--- config.mk ---
export PLATFORM = sky130hd
export DESIGN_NAME = irq_agg_top
export DESIGN_NICKNAME = d
export VERILOG_FILES = /design/src/rtl/irq_agg_pkg.sv /design/src/rtl/irq_agg_regs.sv /design/src/rtl/irq_agg_capture.sv /design/src/rtl/irq_agg_out.sv /design/src/rtl/irq_agg_top.sv
export SDC_FILE = /design/constraint.sdc
export NUM_CORES = 1
export LEC_CHECK = 0
export BUFFER_PORTS_ARGS = -buffer_cell sky130_fd_sc_hd__buf_2
export CAP_MARGIN = 20
export CORE_MARGIN = 5
export CORE_UTILIZATION = 50
export DETAILED_ROUTE_END_ITERATION = 12
export PLACE_DENSITY = 0.86
export SYNTH_ARGS = -nofsm -noshare
export SYNTH_HDL_FRONTEND = slang
export SYNTH_HIERARCHICAL = 1
export SYNTH_SLANG_ARGS = --single-unit
--- constraint.sdc ---
create_clock -name clk -period 1.81 [get_ports clk]
set_clock_uncertainty 0.1 [all_clocks]
set_input_delay 0.362 -clock clk [delete_from_list [all_inputs] [get_ports clk]]
set_output_delay 0.362 -clock clk [all_outputs]
set_load 0.01 [all_outputs]
--- src/rtl/irq_agg_pkg.sv ---
package irq_agg_pkg;
  localparam int DATA_W   = 32;
  localparam int ADDR_W   = 5;
  localparam int IDX_LSB  = 2;
  localparam int IDX_W    = ADDR_W - IDX_LSB;

  localparam logic [IDX_W-1:0] SEL_CTL = 3'd0;
  localparam logic [IDX_W-1:0] SEL_ENA = 3'd1;
  localparam logic [IDX_W-1:0] SEL_STS = 3'd2;
  localparam logic [IDX_W-1:0] SEL_CLR = 3'd3;
  localparam logic [IDX_W-1:0] SEL_POL = 3'd4;

  localparam int CTL_ON_BIT   = 31;
  localparam int CTL_EDGE_BIT = 30;
endpackage

--- src/rtl/irq_agg_regs.sv ---
module irq_agg_regs
  import irq_agg_pkg::*;
#(
  parameter int NUM_LINES = 18
) (
  input  logic                 clk,
  input  logic                 rst,
  input  logic                 wr_en,
  input  logic                 rd_en,
  input  logic [ADDR_W-1:0]    addr,
  input  logic [DATA_W-1:0]    wdata,
  input  logic [NUM_LINES-1:0] status,
  output logic                 ctl_on,
  output logic                 ctl_edge,
  output logic [NUM_LINES-1:0] ena,
  output logic [NUM_LINES-1:0] pol,
  output logic [NUM_LINES-1:0] clr,
  output logic [DATA_W-1:0]    rdata
);
  logic [IDX_W-1:0]  sel;
  logic [DATA_W-1:0] rd_word;
  logic              unused_ok;

  assign sel       = addr[ADDR_W-1:IDX_LSB];
  assign unused_ok = ^{wdata, addr[IDX_LSB-1:0]};

  always_ff @(posedge clk) begin
    if (rst) begin
      ctl_on   <= 1'b0;
      ctl_edge <= 1'b0;
      ena      <= '0;
      pol      <= '0;
    end else if (wr_en) begin
      case (sel)
        SEL_CTL: begin
          ctl_on   <= wdata[CTL_ON_BIT];
          ctl_edge <= wdata[CTL_EDGE_BIT];
        end
        SEL_ENA: ena <= wdata[NUM_LINES-1:0];
        SEL_POL: pol <= wdata[NUM_LINES-1:0];
        default: ;
      endcase
    end
  end

  // Clear strobes go straight to the capture stage in the write cycle
  always_comb begin
    clr = '0;
    if (wr_en && sel == SEL_CLR) clr = wdata[NUM_LINES-1:0];
  end

  always_comb begin
    rd_word = '0;
    case (sel)
      SEL_CTL: begin
        rd_word[CTL_ON_BIT]   = ctl_on;
        rd_word[CTL_EDGE_BIT] = ctl_edge;
      end
      SEL_ENA: rd_word[NUM_LINES-1:0] = ena;
      SEL_STS: rd_word[NUM_LINES-1:0] = status;
      SEL_POL: rd_word[NUM_LINES-1:0] = pol;
      default: rd_word = '0;
    endcase
  end

  always_ff @(posedge clk) begin
    if (rst)        rdata <= '0;
    else if (rd_en) rdata <= rd_word;
  end

  AST_UNMAPPED_ZERO: assert property (@(posedge clk) disable iff (rst)
    (rd_en && sel > SEL_POL) |=> rdata == '0);

  AST_ENA_HOLD: assert property (@(posedge clk) disable iff (rst)
    !(wr_en && sel == SEL_ENA) |=> $stable(ena));
endmodule

--- src/rtl/irq_agg_capture.sv ---
module irq_agg_capture #(
  parameter int NUM_LINES = 18
) (
  input  logic                 clk,
  input  logic                 rst,
  input  logic                 ctl_on,
  input  logic                 ctl_edge,
  input  logic [NUM_LINES-1:0] pol,
  input  logic [NUM_LINES-1:0] lines,
  input  logic [NUM_LINES-1:0] clr,
  output logic [NUM_LINES-1:0] status
);
  logic [NUM_LINES-1:0] active;
  logic [NUM_LINES-1:0] prev_active;

  for (genvar i = 0; i < NUM_LINES; i++) begin : g_line
    logic rise;

    assign active[i] = pol[i] ? lines[i] : ~lines[i];
    assign rise      = active[i] & ~prev_active[i];

    always_ff @(posedge clk) begin
      if (rst) begin
        prev_active[i] <= 1'b0;
        status[i]      <= 1'b0;
      end else begin
        prev_active[i] <= active[i];
        if (!ctl_on)       status[i] <= status[i] & ~clr[i];
        else if (ctl_edge) status[i] <= (status[i] & ~clr[i]) | rise;
        else               status[i] <= active[i];
      end
    end

    AST_EDGE_HOLD: assert property (@(posedge clk) disable iff (rst)
      (ctl_edge && status[i] && !clr[i]) |=> status[i]);

    AST_LEVEL_FOLLOW: assert property (@(posedge clk) disable iff (rst)
      (ctl_on && !ctl_edge) |=> status[i] == $past(active[i]));

    AST_IDLE_HOLD: assert property (@(posedge clk) disable iff (rst)
      (!ctl_on && !clr[i]) |=> $stable(status[i]));
  end
endmodule

--- src/rtl/irq_agg_out.sv ---
module irq_agg_out #(
  parameter int NUM_LINES = 18
) (
  input  logic                 clk,
  input  logic                 rst,
  input  logic                 ctl_on,
  input  logic [NUM_LINES-1:0] status,
  input  logic [NUM_LINES-1:0] ena,
  output logic                 irq_out
);
  always_ff @(posedge clk) begin
    if (rst) irq_out <= 1'b0;
    else     irq_out <= ctl_on & (|(status & ena));
  end

  AST_OFF_QUIET: assert property (@(posedge clk) disable iff (rst)
    !ctl_on |=> !irq_out);
endmodule

--- src/rtl/irq_agg_top.sv ---
module irq_agg_top
  import irq_agg_pkg::*;
#(
  parameter int NUM_LINES = 18
) (
  input  logic                 clk,
  input  logic                 rst,
  input  logic                 bus_wr,
  input  logic                 bus_rd,
  input  logic [ADDR_W-1:0]    bus_addr,
  input  logic [DATA_W-1:0]    bus_wdata,
  output logic [DATA_W-1:0]    bus_rdata,
  input  logic [NUM_LINES-1:0] line_in,
  output logic                 irq_out
);
  logic                 ctl_on;
  logic                 ctl_edge;
  logic [NUM_LINES-1:0] ena;
  logic [NUM_LINES-1:0] pol;
  logic [NUM_LINES-1:0] clr;
  logic [NUM_LINES-1:0] status;

  irq_agg_regs #(.NUM_LINES(NUM_LINES)) u_regs (
    .clk(clk), .rst(rst), .wr_en(bus_wr), .rd_en(bus_rd), .addr(bus_addr),
    .wdata(bus_wdata), .status(status), .ctl_on(ctl_on), .ctl_edge(ctl_edge),
    .ena(ena), .pol(pol), .clr(clr), .rdata(bus_rdata)
  );

  irq_agg_capture #(.NUM_LINES(NUM_LINES)) u_capture (
    .clk(clk), .rst(rst), .ctl_on(ctl_on), .ctl_edge(ctl_edge), .pol(pol),
    .lines(line_in), .clr(clr), .status(status)
  );

  irq_agg_out #(.NUM_LINES(NUM_LINES)) u_out (
    .clk(clk), .rst(rst), .ctl_on(ctl_on), .status(status), .ena(ena),
    .irq_out(irq_out)
  );
endmodule

==> impl_metrics.env, run 1 <==
export IMPL_fin_crit_sh_pct=85.18
export IMPL_ys_top_cells_by_area="dfxtp_1 41%, nand2_1 7.3%, nor2b_1 5.0%"
export IMPL_place_gp_congestion=0.8644
export IMPL_layout_drive_gt1_share_pct=25.59
export IMPL_cp_end_kind="flop"
export IMPL_grt_pass1_vias=3786
export IMPL_hold_violations=0
export IMPL_yosysMostFrequentCell="dfxtp_1"
export IMPL_tightest_slew_ns=0.7739
export IMPL_synth_edf_count=0
export IMPL_critPathBufInv=1
export IMPL_postCtsSetupBuffers=0
export IMPL_crit_arrival_ns=1.64
export IMPL_synth_top_area_share_pct=41.29
export IMPL_crit_chain="buf_2 -> xor2_2 -> o211ai_4 -> a221oi_1"
export IMPL_avgSynthCellArea_um2=9.399
export IMPL_status="finished clean"
export IMPL_crit_type="input port to flop"
export IMPL_cap_violations=0
export IMPL_crit_path_max_fanout=18
export IMPL_slew_headroom_pct=48.16
export IMPL_die_x_um=106.0
export IMPL_synth_distinct_cells=40
export IMPL_power_density_nw_per_um2=813.6
export IMPL_cts_tree="yes"
export IMPL_path_clk_slew_ns=0.09
export IMPL_synth_yosys_seq_area_share_pct=41.29
export IMPL_clock_latency_ns=0.36
export IMPL_grt_pass1_wl_um=18730
export IMPL_grt_overflow=0
export IMPL_hpwl_um=8374
export IMPL_grtUsageTotal_pct=20.78
export IMPL_drv_slew=0
export IMPL_boundaryPins=92
export IMPL_coreArea_um2=9109
export IMPL_die_h_um=106.0
export IMPL_rsz0062_at_grt="false"
export IMPL_placed_cell_area_um2=4957
export IMPL_cts_sinks=95
export IMPL_routed_wirelength_um=11750
export IMPL_synth_top_cells_by_count="95 x dfxtp_1, 90 x nand2_1, 38 x a21oi_1"
export IMPL_cts_buffer_depth=2
export IMPL_worstPathRequired_ns=1.91
export IMPL_critPathLaunchType="input port"
export IMPL_synth_top_area_cell="dfxtp_1"
export IMPL_diodes=0
export IMPL_async_flop_share_pct=0
export IMPL_post_drt_wl_per_cell_um=17.65
export IMPL_nets=609
export IMPL_timing_fmax_mhz=648.6
export IMPL_netlist_instances=490
export IMPL_p_leak_nw=1.901
export IMPL_drc_errors=0
export IMPL_crit_family="compound AO/OA/AOI/OAI gates"
export IMPL_port_buffers=65
export IMPL_firstDrtPassIters=4
export IMPL_yosys_register_bits=95
export IMPL_viasPerCell=5.769
export IMPL_synth_warnings=6
export IMPL_setup_viol=0
export IMPL_hold_path_class="input port to flop"
export IMPL_numCtsBuffers=9
export IMPL_antenna_left=0
export IMPL_post_route_min_period_ns=1.542
export IMPL_slowest_delay_ns=0.64
export IMPL_rows=35
export IMPL_htreeDepth=3
export IMPL_grt_max_degree=41
export IMPL_ys_flop_type="dfxtp_1"
export IMPL_area_growth_syn_to_layout_pct=13.01
export IMPL_vias=3842
export IMPL_antenna_found_initial=0
export IMPL_synth_area_um2=4606
export IMPL_ir_worst_vdd_v=0.0003390
export IMPL_cts_root_buf="clkbuf_8"
export IMPL_dieArea_um2=11230
export IMPL_critical_path_slowest_cell="o211ai_4"
export IMPL_start_util_pct=50.56
export IMPL_hold_ws_ns=0.1391
export IMPL_drt_initial_drc_count=232
export IMPL_final_area_um2=5205
## registers in the layout, summed over array words and instances (netlist names)
name / flops
u_capture/prev_active: 18
u_regs/ena: 18
u_regs/pol: 18
u_out/irq_out: 1
u_regs/rdata: 20
u_regs/ctl_on: 1
u_capture/status: 18
u_regs/ctl_edge: 1
## logic make-up (layout without fill, tap and decap cells)
logic type | Yosys count | in the layout | synth area share (%)
AOI/OAI and AO/OA | 123 | 123 | 21.54
other | 1 | 12 | 0.08142
muxes | 2 | 2 | 0.4347
DFF | 95 | 95 | 41.29
and+or+nand+nor | 197 | 197 | 25.13
buffers and inverters | 53 | 107 | 7.743
xor gates and xnor gates | 19 | 19 | 3.776
## metrics by stage
step | utilization [%] | power, mW | setup TNS, ns | cells | setup slack [ns]
final | 57.14 | 4.235 | 0 | 666 | 0.2683
after global routing | 57.14 | 4.383 | 0 | 666 | 0.1905
after CTS | 57.12 | 4.258 | 0 | 666 | 0.04320
after detailed placement | 54.42 | 2.587 | -1.286 | 650 | -0.09986
after global placement | 54.42 | 2.572 | -0.1502 | 650 | -0.02512
after floorplan | - | 2.474 | 0 | 501 | 0.2002
## metal layers
layer / global-route usage, % / vias to the layer above / routed length [um]
met3: 3.704 / 22 / 735
met5: 0 / - / 0
li1: - / 1827 / -
met1: 25.63 / 1857 / 5005
met4: 8.973 / 0 / 273
met2: 35.56 / 136 / 5740
## report_power, final
group | leakage (nW) | internal (mW) | switching, mW
clock | 0.124 | 0.959 | 0.732
sequential | 0.772 | 2.14 | 0.0291
combinational | 1.00 | 0.151 | 0.226
## timing repair
action,4_1_cts,5_1_grt
setup endpoints to repair,0,6
hold endpoints to repair,0,0
hold buffers,0,0
resized for setup,0,1
## worst register-to-register path: stages, from the launching register on
cell	delay, ns
dfxtp_1	0.33
nor2b_2	0.49
buf_4	0.31
a32o_1	0.18
## cell usage in the layout, fill, tap and decap left out, types with 2 or more instances in the layout
| cell type | n |
|---|---|
| a32o_1 | 18 |
| nor4bb_1 | 4 |
| clkbuf_8 | 10 |
| nand4bb_1 | 2 |
| and2_1 | 18 |
| buf_2 | 65 |
| and4bb_2 | 16 |
| a21boi_0 | 8 |
| a22o_1 | 4 |
| conb_1 | 12 |
| nand2_1 | 90 |
| xnor2_1 | 18 |
| buf_4 | 23 |
| a31oi_1 | 18 |
| nand2b_1 | 20 |
| dfxtp_1 | 95 |
| a221oi_2 | 14 |
| nor2b_1 | 36 |
| nor2_1 | 2 |
| mux2i_1 | 2 |
| nand3_1 | 2 |
| a21oi_1 | 38 |
| a21boi_1 | 10 |
| a221oi_1 | 8 |
| bufinv_16 | 3 |
## layout make-up
| type | count | area [um2] |
|---|---|---|
| inverter | 2 | 10.01 |
| timing repair buffer | 89 | 518.0 |
| tap | 111 | 138.9 |
| clock buffer | 11 | 141.4 |
| clock inverter | 5 | 103.9 |
| fill | 759 | 3904 |
| sequential | 95 | 1902 |
| multi-input combinational | 353 | 2391 |
## worst paths after layout
check                   start                  end  slack [ns]  depth (start not counted)
max               bus_addr[4]      u_regs/rdata[2]        0.27                          4
min reg2reg  u_regs/rdata[30]     u_regs/rdata[30]        0.38                          2
max reg2reg     u_regs/ctl_on  u_capture/status[7]        0.35                          3
min             bus_wdata[31]        u_regs/ctl_on        0.14                          3
Note: power is estimated with default switching activity, not from simulation.
==> run 2, diff against run 1 <==
--- a/config.mk
+++ b/config.mk
@@ -7,10 +7,13 @@
 export LEC_CHECK = 0
 export BUFFER_PORTS_ARGS = -buffer_cell sky130_fd_sc_hd__buf_2
 export CAP_MARGIN = 20
+export CELL_PAD_IN_SITES_DETAIL_PLACEMENT = 1
+export CELL_PAD_IN_SITES_GLOBAL_PLACEMENT = 1
+export CORE_ASPECT_RATIO = 0.5
 export CORE_MARGIN = 5
-export CORE_UTILIZATION = 50
+export CORE_UTILIZATION = 42
 export DETAILED_ROUTE_END_ITERATION = 12
-export PLACE_DENSITY = 0.86
+export PLACE_DENSITY = 0.92
 export SYNTH_ARGS = -nofsm -noshare
 export SYNTH_HDL_FRONTEND = slang
 export SYNTH_HIERARCHICAL = 1
==> run 2 against run 1 <==
Largest cell class unchanged. Total power is 12% higher. Sequential power hardly changed. Core utilization shrank 7.5 points. Sequential cell count is the same. First-iteration DRC count up 140%. Design area grew 3.4%. Clock-buffer cell count fell by 2.
==> impl_metrics.env, run 2 (same netlist as run 1, synthesis figures left out) <==
export IMPL_routed_wirelength_um=18430
export IMPL_cts_root_buf="clkbuf_16"
export IMPL_critPathLaunchType="input port"
export IMPL_area_growth_syn_to_layout_pct=16.84
export IMPL_hpwl_um=10830
export IMPL_post_route_min_period_ns=1.791
export IMPL_drc_errors=0
export IMPL_intPower_mw=3.514
export IMPL_clkPwrFrac_pct=44.7
export IMPL_utilization_pct=49.63
export IMPL_antenna_found_initial=1
export IMPL_final_cell_mix="95 x dfxtp_1, 90 x nand2_1, 65 x buf_2"
export IMPL_p_sw_share_pct=25.73
export IMPL_crit_arrival_ns=1.92
export IMPL_ir_worst_vdd_v=0.0004353
export IMPL_seq_power_share_pct=46.0
export IMPL_crit_type="input port to flop"
export IMPL_ctsHoldBuffers=0
export IMPL_htreeDepth=3
export IMPL_viasPerCell=6.290
export IMPL_grt_pass1_wl_um=28620
export IMPL_largest_reg_flops=20
export IMPL_r2r_worst_path_cells=3
export IMPL_drv_slew=0
export IMPL_vias=4447
export IMPL_firstDrtPassIters=5
export IMPL_antenna_left=0
export IMPL_numCtsBuffers=9
export IMPL_die_h_um=84.05
export IMPL_boundaryPins=92
export IMPL_status="finished clean"
export IMPL_setup_viol=0
export IMPL_grtUsageTotal_pct=28.10
export IMPL_die_x_um=158.1
export IMPL_crit_path_max_fanout=18
export IMPL_hold_depth=3
export IMPL_hold_violations=0
export IMPL_p_switching_mw=1.218
export IMPL_rsz0062_at_grt="false"
export IMPL_setup_ws_ns=0.01861
export IMPL_place_gp_congestion=0.8674
export IMPL_timing_fmax_mhz=558.2
export IMPL_hold_path_class="input port to flop"
export IMPL_dieArea_um2=13290
export IMPL_r2r_end="u_capture/status[5]"
export IMPL_cp_end_kind="flop"
export IMPL_final_seq_area_um2=1902
export IMPL_post_drt_wl_per_cell_um=26.06
export IMPL_clock_latency_ns=0.35
export IMPL_power_frac_comb_pct=9.2
export IMPL_start_util_pct=42.47
export IMPL_cts_buffer_depth=2
export IMPL_dp_cells=690
export IMPL_power_density_nw_per_um2=879.4
export IMPL_slew_headroom_pct=37.09
export IMPL_worstPathRequired_ns=1.94
export IMPL_dpl_worst_slack_ns=-0.1563
export IMPL_min_delay_start="bus_wdata[4]"
export IMPL_rrSetupSlack_ns=0.24
export IMPL_cts_resized_gates=0
export IMPL_cap_violations=0
export IMPL_timing_rr_start="u_regs/ctl_on"
export IMPL_port_buffers=65
export IMPL_final_cells=707
export IMPL_path_clk_slew_ns=0.07
export IMPL_final_common_cell="dfxtp_1"
export IMPL_multi_input_area_um2=2389
export IMPL_drt_initial_drc_count=555
export IMPL_p_leak_nw=1.957
export IMPL_layout_drive_gt1_share_pct=26.38
export IMPL_hold_ws_ns=0.1855
export IMPL_postCtsSetupBuffers=0
export IMPL_nets=615
export IMPL_cts_tree="yes"
export IMPL_tightest_slew_ns=0.9426
export IMPL_coreArea_um2=10840
export IMPL_hold_end="u_regs/pol[4]"
export IMPL_grt_max_degree=28
export IMPL_cts_sinks=95
export IMPL_fillers=1247
export IMPL_fin_crit_sh_pct=98.97
export IMPL_rows=27
export IMPL_regMostFlops="u_regs/rdata"
export IMPL_grt_overflow=0
export IMPL_grt_pass1_vias=4992
-- run 2: changes by cell type in the layout (fill, tap and decap cells not counted), moves of 3 or more --
cell | before | now
clkbuf_16 | 0 | 9
clkinvlp_4 | 0 | 3
buf_4 | 23 | 28
clkbuf_8 | 10 | 0
-- run 2: how the worst max path moves through the flow --
stage / start / slack (ns) / endpoint / cells past startpoint
CTS: bus_addr[4] / 0.1 / u_regs/rdata[1] / 5
global route: bus_addr[3] / 0.03 / u_regs/rdata[1] / 4
detailed placement: bus_addr[3] / -0.16 / u_regs/rdata[3] / 4
floorplan: bus_addr[4] / 0.20 / u_capture/status[10] / 7
finish: bus_addr[3] / 0.02 / u_regs/rdata[3] / 4
global placement: bus_addr[4] / -0.05 / u_regs/rdata[6] / 4
-- run 2: cell type report --
class                      count  share of cell area (%)
multi-input combinational    353                   44.39
sequential                    95                   35.34
timing repair buffer          95                   10.70
clock buffer                   9                   4.185
tap                          145                   3.371
clock inverter                 7                   1.790
inverter                       2                  0.1860
antenna                        1                 0.04650
-- run 2: power by group through the flow --
stage          logic (mW)  registers, mW  clock network (mW)
5_1_grt             0.455           2.18                2.23
4_1_cts             0.421           2.18                2.12
6_report            0.436           2.18                2.12
3_3_place_gp        0.380           2.21                   0
3_5_place_dp        0.400           2.22                   0
2_1_floorplan       0.267           2.21                   0
-- run 2: routing by layer --
metal	global-route usage [%]	vias up	share of wire [%]
met3	10.36	123	11
met5	0	-	0
met2	45.22	357	46
met1	30.93	2120	36
li1	-	1847	-
met4	18.65	0	6.9
-- run 2: through the flow --
step	power (mW)	TNS, ns	area, um2
floorplan	2.474	0	4647
finish	4.732	0	5381
global route	4.863	0	5381
global placement	2.594	-0.4239	5057
CTS	4.719	0	5379
detailed placement	2.620	-2.217	5057
-- run 2: worst max-delay path, stage by stage --
cell and delay (ns):
buf_2 0.21, nor2_2 0.75, a31oi_1 0.21, a221oi_1 0.37
